--- config.mk ---
export PLATFORM = sky130hd
export DESIGN_NAME = tgt_rd_dw_bridge
export DESIGN_NICKNAME = d
export VERILOG_FILES = /design/src/rtl/tgt_rd_pkg.sv /design/src/rtl/tgt_rd_lane_plan.sv /design/src/rtl/tgt_rd_fsm.sv /design/src/rtl/tgt_rd_resp_regs.sv /design/src/rtl/tgt_rd_dw_bridge.sv
export SDC_FILE = /design/constraint.sdc
export NUM_CORES = 1
export LEC_CHECK = 0
export ABC_AREA = 1
export BUFFER_PORTS_ARGS = -buffer_cell sky130_fd_sc_hd__buf_4
export CAP_MARGIN = 30
export CORE_MARGIN = 8
export CORE_UTILIZATION = 50
export DETAILED_ROUTE_END_ITERATION = 8
export PLACE_DENSITY_LB_ADDON = 0.25
export SYNTH_ARGS = -nofsm -noshare
export SYNTH_HDL_FRONTEND = slang
export SYNTH_SLANG_ARGS = --single-unit
--- constraint.sdc ---
create_clock -name clk -period 4.2 [get_ports clk]
set_clock_uncertainty 0.05 [all_clocks]
set_input_delay 0.21 -clock clk [delete_from_list [all_inputs] [get_ports clk]]
set_output_delay 0.21 -clock clk [all_outputs]
set_load 0.02 [all_outputs]
--- src/rtl/tgt_rd_pkg.sv ---
package tgt_rd_pkg;
    localparam int TAG_W = 4;
    localparam int CTL_W = 8;
    localparam int BE_W  = 8;
    localparam int DW_BYTES = 4;

    typedef enum logic [2:0] {
        ST_IDLE,
        ST_ISSUE_LO,
        ST_WAIT_LO,
        ST_ISSUE_HI,
        ST_WAIT_HI,
        ST_RESPOND
    } rd_state_e;

    typedef struct packed {
        logic [TAG_W-1:0] tag;
        logic [CTL_W-1:0] ctl;
        logic [BE_W-1:0]  be;
    } req_meta_t;
endpackage

--- src/rtl/tgt_rd_lane_plan.sv ---
module tgt_rd_lane_plan
    import tgt_rd_pkg::*;
(
    input  logic            dw_sel,
    input  logic            two_dw,
    input  logic [BE_W-1:0] be,
    output logic            need_lo,
    output logic            need_hi
);
    localparam int HALVES = BE_W / DW_BYTES;

    logic [HALVES-1:0] need;

    // A half is read when the request covers it and at least one byte is enabled.
    for (genvar h = 0; h < HALVES; h++) begin : g_half
        assign need[h] = (two_dw || (dw_sel == h[0])) && (|be[h*DW_BYTES +: DW_BYTES]);
    end

    assign need_lo = need[0];
    assign need_hi = need[1];
endmodule

--- src/rtl/tgt_rd_fsm.sv ---
module tgt_rd_fsm
    import tgt_rd_pkg::*;
(
    input  logic      clk,
    input  logic      rst_n,
    input  logic      req_fire,
    input  logic      need_lo,
    input  logic      need_hi,
    input  logic      bk_rvalid,
    output rd_state_e state,
    output logic      ready,
    output logic      bk_rd,
    output logic      sel_hi,
    output logic      cap_lo,
    output logic      cap_hi,
    output logic      rsp_valid
);
    rd_state_e nxt;

    always_ff @(posedge clk or negedge rst_n) begin
        if (!rst_n) state <= ST_IDLE;
        else        state <= nxt;
    end

    always_comb begin
        nxt = state;
        unique case (state)
            ST_IDLE: if (req_fire) begin
                if (need_lo)      nxt = ST_ISSUE_LO;
                else if (need_hi) nxt = ST_ISSUE_HI;
                else              nxt = ST_RESPOND;
            end
            ST_ISSUE_LO: nxt = ST_WAIT_LO;
            ST_WAIT_LO:  if (bk_rvalid) nxt = need_hi ? ST_ISSUE_HI : ST_RESPOND;
            ST_ISSUE_HI: nxt = ST_WAIT_HI;
            ST_WAIT_HI:  if (bk_rvalid) nxt = ST_RESPOND;
            ST_RESPOND:  nxt = ST_IDLE;
            default:     nxt = ST_IDLE;
        endcase
    end

    always_comb begin
        ready     = 1'b0;
        bk_rd     = 1'b0;
        sel_hi    = 1'b0;
        cap_lo    = 1'b0;
        cap_hi    = 1'b0;
        rsp_valid = 1'b0;
        unique case (state)
            ST_IDLE:     ready = 1'b1;
            ST_ISSUE_LO: bk_rd = 1'b1;
            ST_WAIT_LO:  cap_lo = bk_rvalid;
            ST_ISSUE_HI: begin bk_rd = 1'b1; sel_hi = 1'b1; end
            ST_WAIT_HI:  begin sel_hi = 1'b1; cap_hi = bk_rvalid; end
            ST_RESPOND:  rsp_valid = 1'b1;
            default:     ready = 1'b0;
        endcase
    end
endmodule

--- src/rtl/tgt_rd_resp_regs.sv ---
module tgt_rd_resp_regs
    import tgt_rd_pkg::*;
#(
    parameter int ADDR_W = 64
) (
    input  logic              clk,
    input  logic              rst_n,
    input  logic              req_fire,
    input  logic [ADDR_W-1:0] req_addr,
    input  req_meta_t         req_meta,
    input  logic              sel_hi,
    input  logic              cap_lo,
    input  logic              cap_hi,
    input  logic [31:0]       bk_rdata,
    output logic [ADDR_W-1:0] hold_addr,
    output req_meta_t         hold_meta,
    output logic [ADDR_W-1:0] bk_addr,
    output logic [3:0]        bk_strb,
    output logic [63:0]       rsp_data
);
    localparam int HALVES = BE_W / DW_BYTES;

    always_ff @(posedge clk or negedge rst_n) begin
        if (!rst_n) begin
            hold_addr <= '0;
            hold_meta <= '0;
        end else if (req_fire) begin
            hold_addr <= req_addr;
            hold_meta <= req_meta;
        end
    end

    logic [HALVES-1:0] cap;
    assign cap = {cap_hi, cap_lo};

    // Each half keeps only its enabled bytes; all lanes clear on a new request.
    for (genvar h = 0; h < HALVES; h++) begin : g_lane
        for (genvar b = 0; b < DW_BYTES; b++) begin : g_byte
            always_ff @(posedge clk or negedge rst_n) begin
                if (!rst_n)
                    rsp_data[(h*DW_BYTES+b)*8 +: 8] <= '0;
                else if (req_fire)
                    rsp_data[(h*DW_BYTES+b)*8 +: 8] <= '0;
                else if (cap[h])
                    rsp_data[(h*DW_BYTES+b)*8 +: 8] <=
                        hold_meta.be[h*DW_BYTES+b] ? bk_rdata[b*8 +: 8] : 8'h00;
            end
        end
    end

    assign bk_addr = {hold_addr[ADDR_W-1:3], sel_hi, 2'b00};
    assign bk_strb = sel_hi ? hold_meta.be[7:4] : hold_meta.be[3:0];
endmodule

--- src/rtl/tgt_rd_dw_bridge.sv ---
module tgt_rd_dw_bridge
    import tgt_rd_pkg::*;
#(
    parameter int ADDR_W = 64
) (
    input  logic              clk,
    input  logic              rst_n,
    input  logic              req_valid,
    output logic              req_ready,
    input  logic [ADDR_W-1:0] req_addr,
    input  logic [7:0]        req_be,
    input  logic [3:0]        req_tag,
    input  logic [7:0]        req_ctl,
    output logic              bk_rd,
    output logic [ADDR_W-1:0] bk_addr,
    output logic [3:0]        bk_strb,
    input  logic [31:0]       bk_rdata,
    input  logic              bk_rvalid,
    output logic              rsp_valid,
    output logic [63:0]       rsp_data,
    output logic [3:0]        rsp_tag,
    output logic [7:0]        rsp_ctl
);
    rd_state_e         state;
    logic              req_fire, need_lo, need_hi, sel_hi, cap_lo, cap_hi;
    logic [ADDR_W-1:0] hold_addr;
    req_meta_t         hold_meta, in_meta, plan_meta;
    logic              plan_sel;

    assign req_fire = req_valid && req_ready;
    assign in_meta  = '{tag: req_tag, ctl: req_ctl, be: req_be};

    // Plan from the live request at handover, from the held one afterwards.
    assign plan_meta = (state == ST_IDLE) ? in_meta : hold_meta;
    assign plan_sel  = (state == ST_IDLE) ? req_addr[2] : hold_addr[2];

    tgt_rd_lane_plan i_plan (
        .dw_sel  (plan_sel),
        .two_dw  (plan_meta.ctl[0]),
        .be      (plan_meta.be),
        .need_lo (need_lo),
        .need_hi (need_hi)
    );

    tgt_rd_fsm i_fsm (
        .clk       (clk),
        .rst_n     (rst_n),
        .req_fire  (req_fire),
        .need_lo   (need_lo),
        .need_hi   (need_hi),
        .bk_rvalid (bk_rvalid),
        .state     (state),
        .ready     (req_ready),
        .bk_rd     (bk_rd),
        .sel_hi    (sel_hi),
        .cap_lo    (cap_lo),
        .cap_hi    (cap_hi),
        .rsp_valid (rsp_valid)
    );

    tgt_rd_resp_regs #(.ADDR_W(ADDR_W)) i_regs (
        .clk       (clk),
        .rst_n     (rst_n),
        .req_fire  (req_fire),
        .req_addr  (req_addr),
        .req_meta  (in_meta),
        .sel_hi    (sel_hi),
        .cap_lo    (cap_lo),
        .cap_hi    (cap_hi),
        .bk_rdata  (bk_rdata),
        .hold_addr (hold_addr),
        .hold_meta (hold_meta),
        .bk_addr   (bk_addr),
        .bk_strb   (bk_strb),
        .rsp_data  (rsp_data)
    );

    assign rsp_tag = hold_meta.tag;
    assign rsp_ctl = hold_meta.ctl;
endmodule

== Yosys cells after proc, flatten, opt, wreduce, memory -nomap -nowiden ==
Index checks and enable logic that the tools add are counted.

* Bits in latches: 0
* Flip-flop bits (word level): 151
* RAM bits: 0
* ROM bits: 0
* Output and inout bits: 147
* Memories kept: 0

* Equal/unequal tests: 8
* Mux-type cells: 39
* Multiply operators: 0
* Bitwise logic cells: 1
* Magnitude comparators: 0
* Div/mod/pow operators: 0
* Shift operators: 0
* Reductions and logical operators: 13
* Add/subtract/negate cells: 0

{| class="wikitable"
|+ Operators by type and width
! operator !! number
|-
| two-way mux 8 bit || 24
|-
| two-way mux 3 bit || 5
|-
| one-hot mux 3 bit (5 select lines) || 1
|-
| two-way mux 9 bit || 1
|-
| OR reduction 4 bit || 2
|-
| two-way mux 1 bit || 7
|-
| equality test 3 x 2 -> 1 bit, second input constant || 2
|-
| equality test 3 bit, second input constant || 2
|-
| two-way mux 4 bit || 1
|-
| inequality test 2 bit, second input constant || 2
|-
| nonzero test 2 bit || 2
|-
| OR reduction 2 bit || 2
|-
| equality test 3 x 1 -> 1 bit, second input constant || 1
|-
| logical AND 1 bit || 3
|-
| logical NOT 3 bit || 1
|-
| AND reduction 3 bit || 1
|-
| logical OR 1 bit || 2
|-
| inequality test 2 x 1 -> 1 bit, second input constant || 1
|-
| NOT 1 bit || 1
|}

== Depth between registers and ports, before layout ==
Gate-level depths: netlist of the first run.

* Word-level depth: 8
* Depth in mapped cells: 12
* Mapped depth without buffers: 12

== Hierarchy ==
From an unflattened synthesis of the first run, not the netlist that was laid out.

* Cell total of the unflattened synthesis: 803
* Area, all modules: 6,812.8 µm²

{| class="wikitable"
|+ Modules (own cells, without submodules)
! module !! area an instance (µm²) !! seq. area each (µm²) !! cells each !! times used
|-
| tgt_rd_resp_regs || 6,331.1 || 3,703.6 || 715 || 1
|-
| tgt_rd_fsm || 270.3 || 75.1 || 42 || 1
|-
| tgt_rd_dw_bridge || 171.4 || 0.0 || 37 || 1
|-
| tgt_rd_lane_plan || 40.0 || 0.0 || 9 || 1
|}

== Worst setup path after synthesis of the first run ==
No wires, ideal clock.

* Path type: register to output
* From: reg i_fsm.state[1]
* To: out bk_strb[1]
* Data required time: 3.940 ns
* Cell stages (with the launch flop): 6
* Setup slack: 2.567 ns
* Arrival time: 1.373 ns
* Path buffers: 0
* Cell sequence: dfrtp_1 nor2_4 nand2_1 nand2_1 inv_1 o21ai_0

* Longest elaborated chain between the ends: 4
* Elaborated cells between the ends (all ways): 5
* Classes of those cells: eq/ne (2); mux (2); reduce/logical (1)

{| class="wikitable"
|+ Ends and longest elaborated chain
! item !! RTL line !! source
|-
| start, declared || tgt_rd_fsm.sv:10 || <nowiki>output rd_state_e state,</nowiki>
|-
| start signal, assigned || tgt_rd_fsm.sv:22 || <nowiki>else state <= nxt;</nowiki>
|-
| equality test 3 x 2 -> 1 bit or equality test 3 bit (tied branches) || tgt_rd_fsm.sv:49 || <nowiki>unique case (state)</nowiki>
|-
| OR reduction 2 bit (no line) * || - ||
|-
| two-way mux 1 bit * || tgt_rd_fsm.sv:49 ||
|-
| named net i_fsm.sel_hi || tgt_rd_fsm.sv:13 || <nowiki>output logic sel_hi,</nowiki>
|-
| two-way mux 4 bit * || tgt_rd_resp_regs.sv:52 || <nowiki>assign bk_strb = sel_hi ? hold_meta.be[7:4] : hold_meta.be[3:0];</nowiki>
|-
| end, declared || tgt_rd_dw_bridge.sv:16 || <nowiki>output logic [3:0] bk_strb,</nowiki>
|}

The timed path passes the listed nets; every way through them passes the cells marked *.

== Final worst setup path of the first run ==
* From: reg i_fsm.state[1]
* To: reg i_regs.hold_addr[17]

* Longest elaborated chain between the ends: 3

{| class="wikitable"
|+ Ends and longest elaborated chain
! item !! RTL line !! source
|-
| logical NOT 3 bit || tgt_rd_fsm.sv:49 ||
|-
| two-way mux 1 bit || tgt_rd_fsm.sv:49 ||
|-
| logical AND 1 bit || tgt_rd_dw_bridge.sv:30 || <nowiki>assign req_fire = req_valid && req_ready;</nowiki>
|-
| end signal, assigned || tgt_rd_resp_regs.sv:28 || <nowiki>hold_addr <= req_addr;</nowiki>
|-
| end, declared || tgt_rd_resp_regs.sv:15 || <nowiki>output logic [ADDR_W-1:0] hold_addr,</nowiki>
|}

Every way passes these cells.
A chain may end at the register's enable or synchronous reset.

==> results of run 1 <==
-- layer usage --
| layer | wire, um | global-route usage [%] |
|---|---|---|
| met5 | 0 | 0 |
| met4 | 451 | 9.631 |
| met3 | 1453 | 7.067 |
| met2 | 10040 | 40.87 |
| met1 | 6975 | 24.08 |
-- cell usage after synthesis (2+ instances only) --
library cell  count  share of area (%)
buf_2            13                1.0
buf_4            76                8.9
buf_6             2               0.35
dfrtp_1         149                 58
inv_1           112                6.5
mux2_2           70                 12
mux2_4            4               0.93
nand2_1          36                2.1
nand3_1          16                1.2
nand4_1           2               0.19
nor2_1            5               0.29
nor3_1            2               0.16
o21ai_0          13                1.0
o21ai_1           2               0.16
o22ai_1          64                6.2
-- final timing paths --
| path | slack [ns] | startpoint | depth (start not counted) | endpoint |
|---|---|---|---|---|
| min in group asynchronous | 0.22 | rst_n | 2 | i_regs.rsp_data[4] |
| max reg2reg | 1.72 | i_fsm.state[1] | 6 | i_regs.hold_addr[17] |
| min reg2reg | 0.45 | i_regs.hold_addr[47] | 1 | i_regs.hold_addr[47] |
| min | 0.02 | bk_rdata[2] | 3 | i_regs.rsp_data[2] |
| max in group asynchronous | 2.66 | rst_n | 4 | i_regs.rsp_data[25] |
| max | 1.72 | i_fsm.state[1] | 6 | i_regs.hold_addr[17] |
-- cells by family after synthesis --
family	Yosys count
muxes	74
and+or+nand+nor	64
AOI/OAI and AO/OA	80
DFF	149
other	1
buffers and inverters	206
-- metrics by stage --
stage	cells	utilization [%]	total power (W)	hold slack [ns]
2_1_floorplan	575	-	0.004504	-0.1356
3_5_place_dp	922	63.66	0.005305	0.09096
5_1_grt	1028	73.95	0.007143	0.005152
3_3_place_gp	921	63.44	0.005201	0.3709
6_report	1028	73.95	0.006782	0.01712
4_1_cts	1028	73.95	0.006780	0.001208
-- worst max-delay path, cell delays in order, from the launching register on --
cell	delay (ns)
dfrtp_1	0.46
nor2_4	0.09
nand2_2	0.13
inv_4	0.06
nand2_4	0.55
buf_4	0.55
mux2_2	0.42
-- registers in the layout, summed over array words and instances, names as in the netlist --
name              cells
i_regs.hold_meta     20
i_fsm.state           3
i_regs.hold_addr     62
i_regs.rsp_data      64
-- area by class of cell --
type	instances	area [sq um]
Clock inverter	4	45.04
Timing Repair Buffer	342	2779
Inverter	114	430.4
Multi-Input combinational cell	220	1632
Fill cell	869	3287
Sequential cell	149	3729
Tap cell	172	215.2
Clock buffer	27	503.0
-- cell usage in the layout (no fill, tap or decap), drive strengths merged --
cell type      n
nand4          2
conb           2
nor3           2
mux2          74
bufinv         1
inv          114
nor2           6
nand3         16
dlygate4sd3   75
clkbuf        27
nand2         38
clkinv         3
dfrtp        149
buf          267
o21ai         15
o211ai         1
o22ai         64
-- power by group through the flow --
stage | sequential, W | clock (W) | combinational [W]
floorplan | 0.00243 | 0 | 0.00208
global placement | 0.00230 | 0 | 0.00290
detailed placement | 0.00234 | 0 | 0.00297
CTS | 0.00232 | 0.00143 | 0.00304
global route | 0.00240 | 0.00150 | 0.00325
finish | 0.00234 | 0.00141 | 0.00303
-- repair_timing --
item	in CTS	in global routing
hold buffers	75	0
endpoints found under the hold margin	112	0
buffers inserted	0	0
endpoints found under the setup margin	0	0
==> results.json, run 1 <==
{
  "status": "complete, no violations",
  "dr_total_vias": 4960,
  "routed_wl_mm": 18.92,
  "start_kind": "flip-flop",
  "ys_types": 23,
  "place.gp.congestion": 0.7937,
  "tns_ns": 0,
  "intPower_w": 0.004237,
  "fin_ws_ns": 1.716,
  "grt_overflow": 0,
  "synth_xor_area_share_pct": 0,
  "muxShareOfSynthArea_pct": 13.17,
  "hold_path.class": "in -> reg",
  "diodes": 0,
  "synth_fa_ha_area_share_pct": 0,
  "dpl.hpwl_mm": 12.63,
  "drive_gt1_share_pct": 43.57,
  "rows": 41,
  "die_w_um": 129.5,
  "critPathRequiredTime_ns": 4.44,
  "post_cts_resized": 0,
  "slew_headroom_pct": 49.99,
  "hold_viol": 0,
  "synthSimpleGateAreaFrac_pct": 4.429,
  "ys_seq_area_share_pct": 57.89,
  "start_util_pct": 51.04,
  "ys_seq_elements": 149,
  "power.density_mw_per_mm2": 726.7,
  "synth_edf_count": 0,
  "ant_nets": 0,
  "cts_buffers": 17,
  "pwr-share-comb_pct": 44.7,
  "grt_start_max_net_pins": 77,
  "grt_pass1_wl_mm": 29.18,
  "design_area_sq_mm": 0.009333,
  "clkLatencyLatePin_ns": 0.41,
  "drv_cap": 0,
  "clkSinkCount": 149,
  "grt_pass1_vias": 5518,
  "clk_pin_slew_worst_paths_ns": 0.06,
  "syn2layout_area_growth_pct": 44.89,
  "port_buffers": 262,
  "path_max_fanout": 62,
  "rsz0062_at_grt": "false",
  "dr.pass1.iters": 6,
  "max-clock-path-buffers": 2,
  "floorplan.die.height_um": 129.5,
  "p_sw_w": 0.002545,
  "seq_power_share_pct": 34.4,
  "cts-root-buf": "clkbuf_16",
  "finalNetCount": 964,
  "synthesis.area_sq_mm": 0.006441,
  "cts_tree": "built",
  "p_leak_nw": 4.740,
  "period_needed_ns": 2.484,
  "avgSynthCellArea_sq_um": 11.22,
  "drt-wirelength-per-cell_um": 18.41,
  "h-tree-depth": 4,
  "place_ws_ns": 1.743,
  "groute.usage.overall_pct": 22.70,
  "swShare_pct": 37.53,
  "io_pins": 267,
  "dpl-instance-area_sq_mm": 0.008034,
  "worst_ep_arrival_time_ns": 2.72,
  "synth_compound_area_share_pct": 7.498,
  "drt-vias-per-instance": 4.825,
  "synth_top_family_by_area": "buffers and inverters",
  "fin_crit_sh_pct": 59.14,
  "yosys_warnings": 0,
  "critPathKind": "reg -> reg",
  "postSynthCellCount": 574,
  "antenna_found_initial": 0,
  "drv_slew": 0,
  "drt-initial-drc-count": 285,
  "power_frac_clock_pct": 20.9,
  "end_kind": "flip-flop",
  "ys.flop_type": "dfrtp_1",
  "setup_viol": 0,
  "postSynth.asyncResetShare_pct": 100.0,
  "drc": 0,
  "floorplan.die_area_sq_mm": 0.01677,
  "fmaxAchievable_mhz": 402.6,
  "core-area_sq_mm": 0.01262,
  "ir_drop_mv": 0.4154,
  "tightest_slew_ns": 0.7496
}
Power figures use the tool's default switching activity.
==> run 2, diff against run 1 <==
Settings changed: CORE_UTILIZATION 50 to 44.
Clock period 4.2 ns to 2.15 ns, I/O delays scaled along.
==> run 2 against run 1 <==
Net effect:
- critical endpoint is now bk_strb[1]
- global-route usage decreased by 2.9 points
- core utilization decreased by 5.3 points
- final cell count increased by 5.8%
- count of clock-buffer cells in the layout decreased by 2
- largest cell class unchanged
- combinational power increased by 100%
- routed wire length decreased by 1.8%
==> results.json, run 2 (same netlist as run 1, synthesis figures left out) <==
{
  "status": "complete, no violations",
  "grt_start_max_net_pins": 76,
  "power.density_mw_per_mm2": 1372,
  "routed_wl_mm": 18.59,
  "drv_slew": 0,
  "dr.pass1.iters": 4,
  "drive_gt1_share_pct": 42.59,
  "rsz0062_at_grt": "false",
  "placed_cells": 944,
  "dpl.hpwl_mm": 12.98,
  "fmaxAchievable_mhz": 486.6,
  "post_cts_buffers": 0,
  "max-clock-path-buffers": 2,
  "worst_ep_arrival_time_ns": 1.90,
  "rows": 44,
  "clk_pin_slew_worst_paths_ns": 0.05,
  "crit_start": "i_fsm.state[1]",
  "dr_total_vias": 5228,
  "critPathRequiredTime_ns": 1.99,
  "port_buffers": 262,
  "drt-initial-drc-count": 236,
  "cts-root-buf": "clkbuf_16",
  "critPathKind": "reg -> out",
  "fin_ws_ns": 0.09512,
  "h-tree-depth": 4,
  "floorplan.die.height_um": 137.0,
  "p_leak_nw": 4.981,
  "start_util_pct": 44.66,
  "cts_tree": "built",
  "place_ws_ns": 0.2842,
  "floorplan.die_area_sq_mm": 0.01877,
  "drt-vias-per-instance": 4.805,
  "fin_crit_sh_pct": 95.58,
  "final_cell_mix": "buf_4 (271), dfrtp_1 (149), dlygate4sd3_1 (115)",
  "hold_path.class": "in -> reg",
  "start_kind": "flip-flop",
  "utilization_pct": 68.62,
  "ant_nets": 0,
  "mostFrequentLayoutCell": "buf_4",
  "top_register": "i_regs.rsp_data",
  "io_pins": 267,
  "grt_pass1_vias": 5754,
  "tightest_slew_ns": 0.6648,
  "core-area_sq_mm": 0.01442,
  "place.gp.congestion": 0.8042,
  "drt-wirelength-per-cell_um": 17.08,
  "largest_reg_flops": 64,
  "path_max_fanout": 8,
  "end_kind": "output port",
  "die_w_um": 137.0,
  "syn2layout_area_growth_pct": 53.65,
  "grt_overflow": 0,
  "drc": 0,
  "antenna_found_initial": 0,
  "finalNetCount": 1014,
  "period_needed_ns": 2.055,
  "cts_buffers": 17,
  "tns_ns": 0,
  "timing.hold.ws_ns": 0.04751,
  "hold_start": "req_valid",
  "clkLatencyLatePin_ns": 0.42,
  "groute.usage.overall_pct": 19.84,
  "drv_cap": 0,
  "slew_headroom_pct": 55.67,
  "instances_no_fill": 1088,
  "reg_top3": "i_regs.rsp_data: 64 flops, i_regs.hold_addr: 62 flops, i_regs.hold_meta: 20 flops",
  "hold_viol": 0,
  "ir_drop_mv": 0.8781,
  "clkSinkCount": 149,
  "setup_viol": 0,
  "grt_pass1_wl_mm": 28.81,
  "r2r_start": "i_fsm.state[1]",
  "diodes": 0
}
==> run 2: power breakdown <==
group          switching [W]  internal, W
combinational        0.00327      0.00287
clock                0.00107      0.00184
sequential          0.000632      0.00390
==> run 2: critical path: stages, from the launching register on <==
cell	delay (ns)
dfrtp_1	0.46
nor2_4	0.20
nand2_1	0.13
nand2_1	0.14
inv_1	0.14
o21ai_0	0.22
buf_4	0.19
==> run 2: path summary, 6_finish.rpt <==
check                                       endpoint  slack, ns  cells past startpoint
min in group asynchronous        i_regs.rsp_data[16]       0.13                      2
max in group asynchronous        i_regs.rsp_data[55]       1.12                      3
worst min-delay path                  i_fsm.state[0]       0.05                      3
worst min register to register  i_regs.hold_addr[31]       0.45                      1
worst max register to register   i_regs.rsp_data[41]       0.26                      5
worst max-delay path                      bk_strb[1]        0.1                      6
==> run 2: metal layers <==
layer	routed length [um]	GRT usage [%]	vias to the layer above
met2	9771	34.94	214
met4	714	11.77	0
li1	-	-	2434
met5	0	0	-
met3	1297	5.653	47
met1	6805	20.65	2533
==> run 2: timing repair <==
action | in CTS | in global routing
setup endpoints to repair | 0 | 2
hold buffers | 115 | 0
resized for setup | 0 | 3
endpoints found under the hold margin | 192 | 0
==> run 2: stage by stage <==
step / instance area, sq um / total power (W)
3_3_place_gp: 8167 / 0.01037
6_report: 9897 / 0.01358
3_5_place_dp: 8167 / 0.01054
5_1_grt: 9897 / 0.01430
2_1_floorplan: 6445 / 0.008799
4_1_cts: 9893 / 0.01365
==> run 2: layout make-up <==
cell class	count	area, sq um
repair buffers	392	3297
multi-input cells	220	1635
clock inverters	4	70.07
flip-flops and latches	149	3729
well taps	184	230.2
clock buffers	25	505.5
fillers	1047	4527
inverters	114	430.4
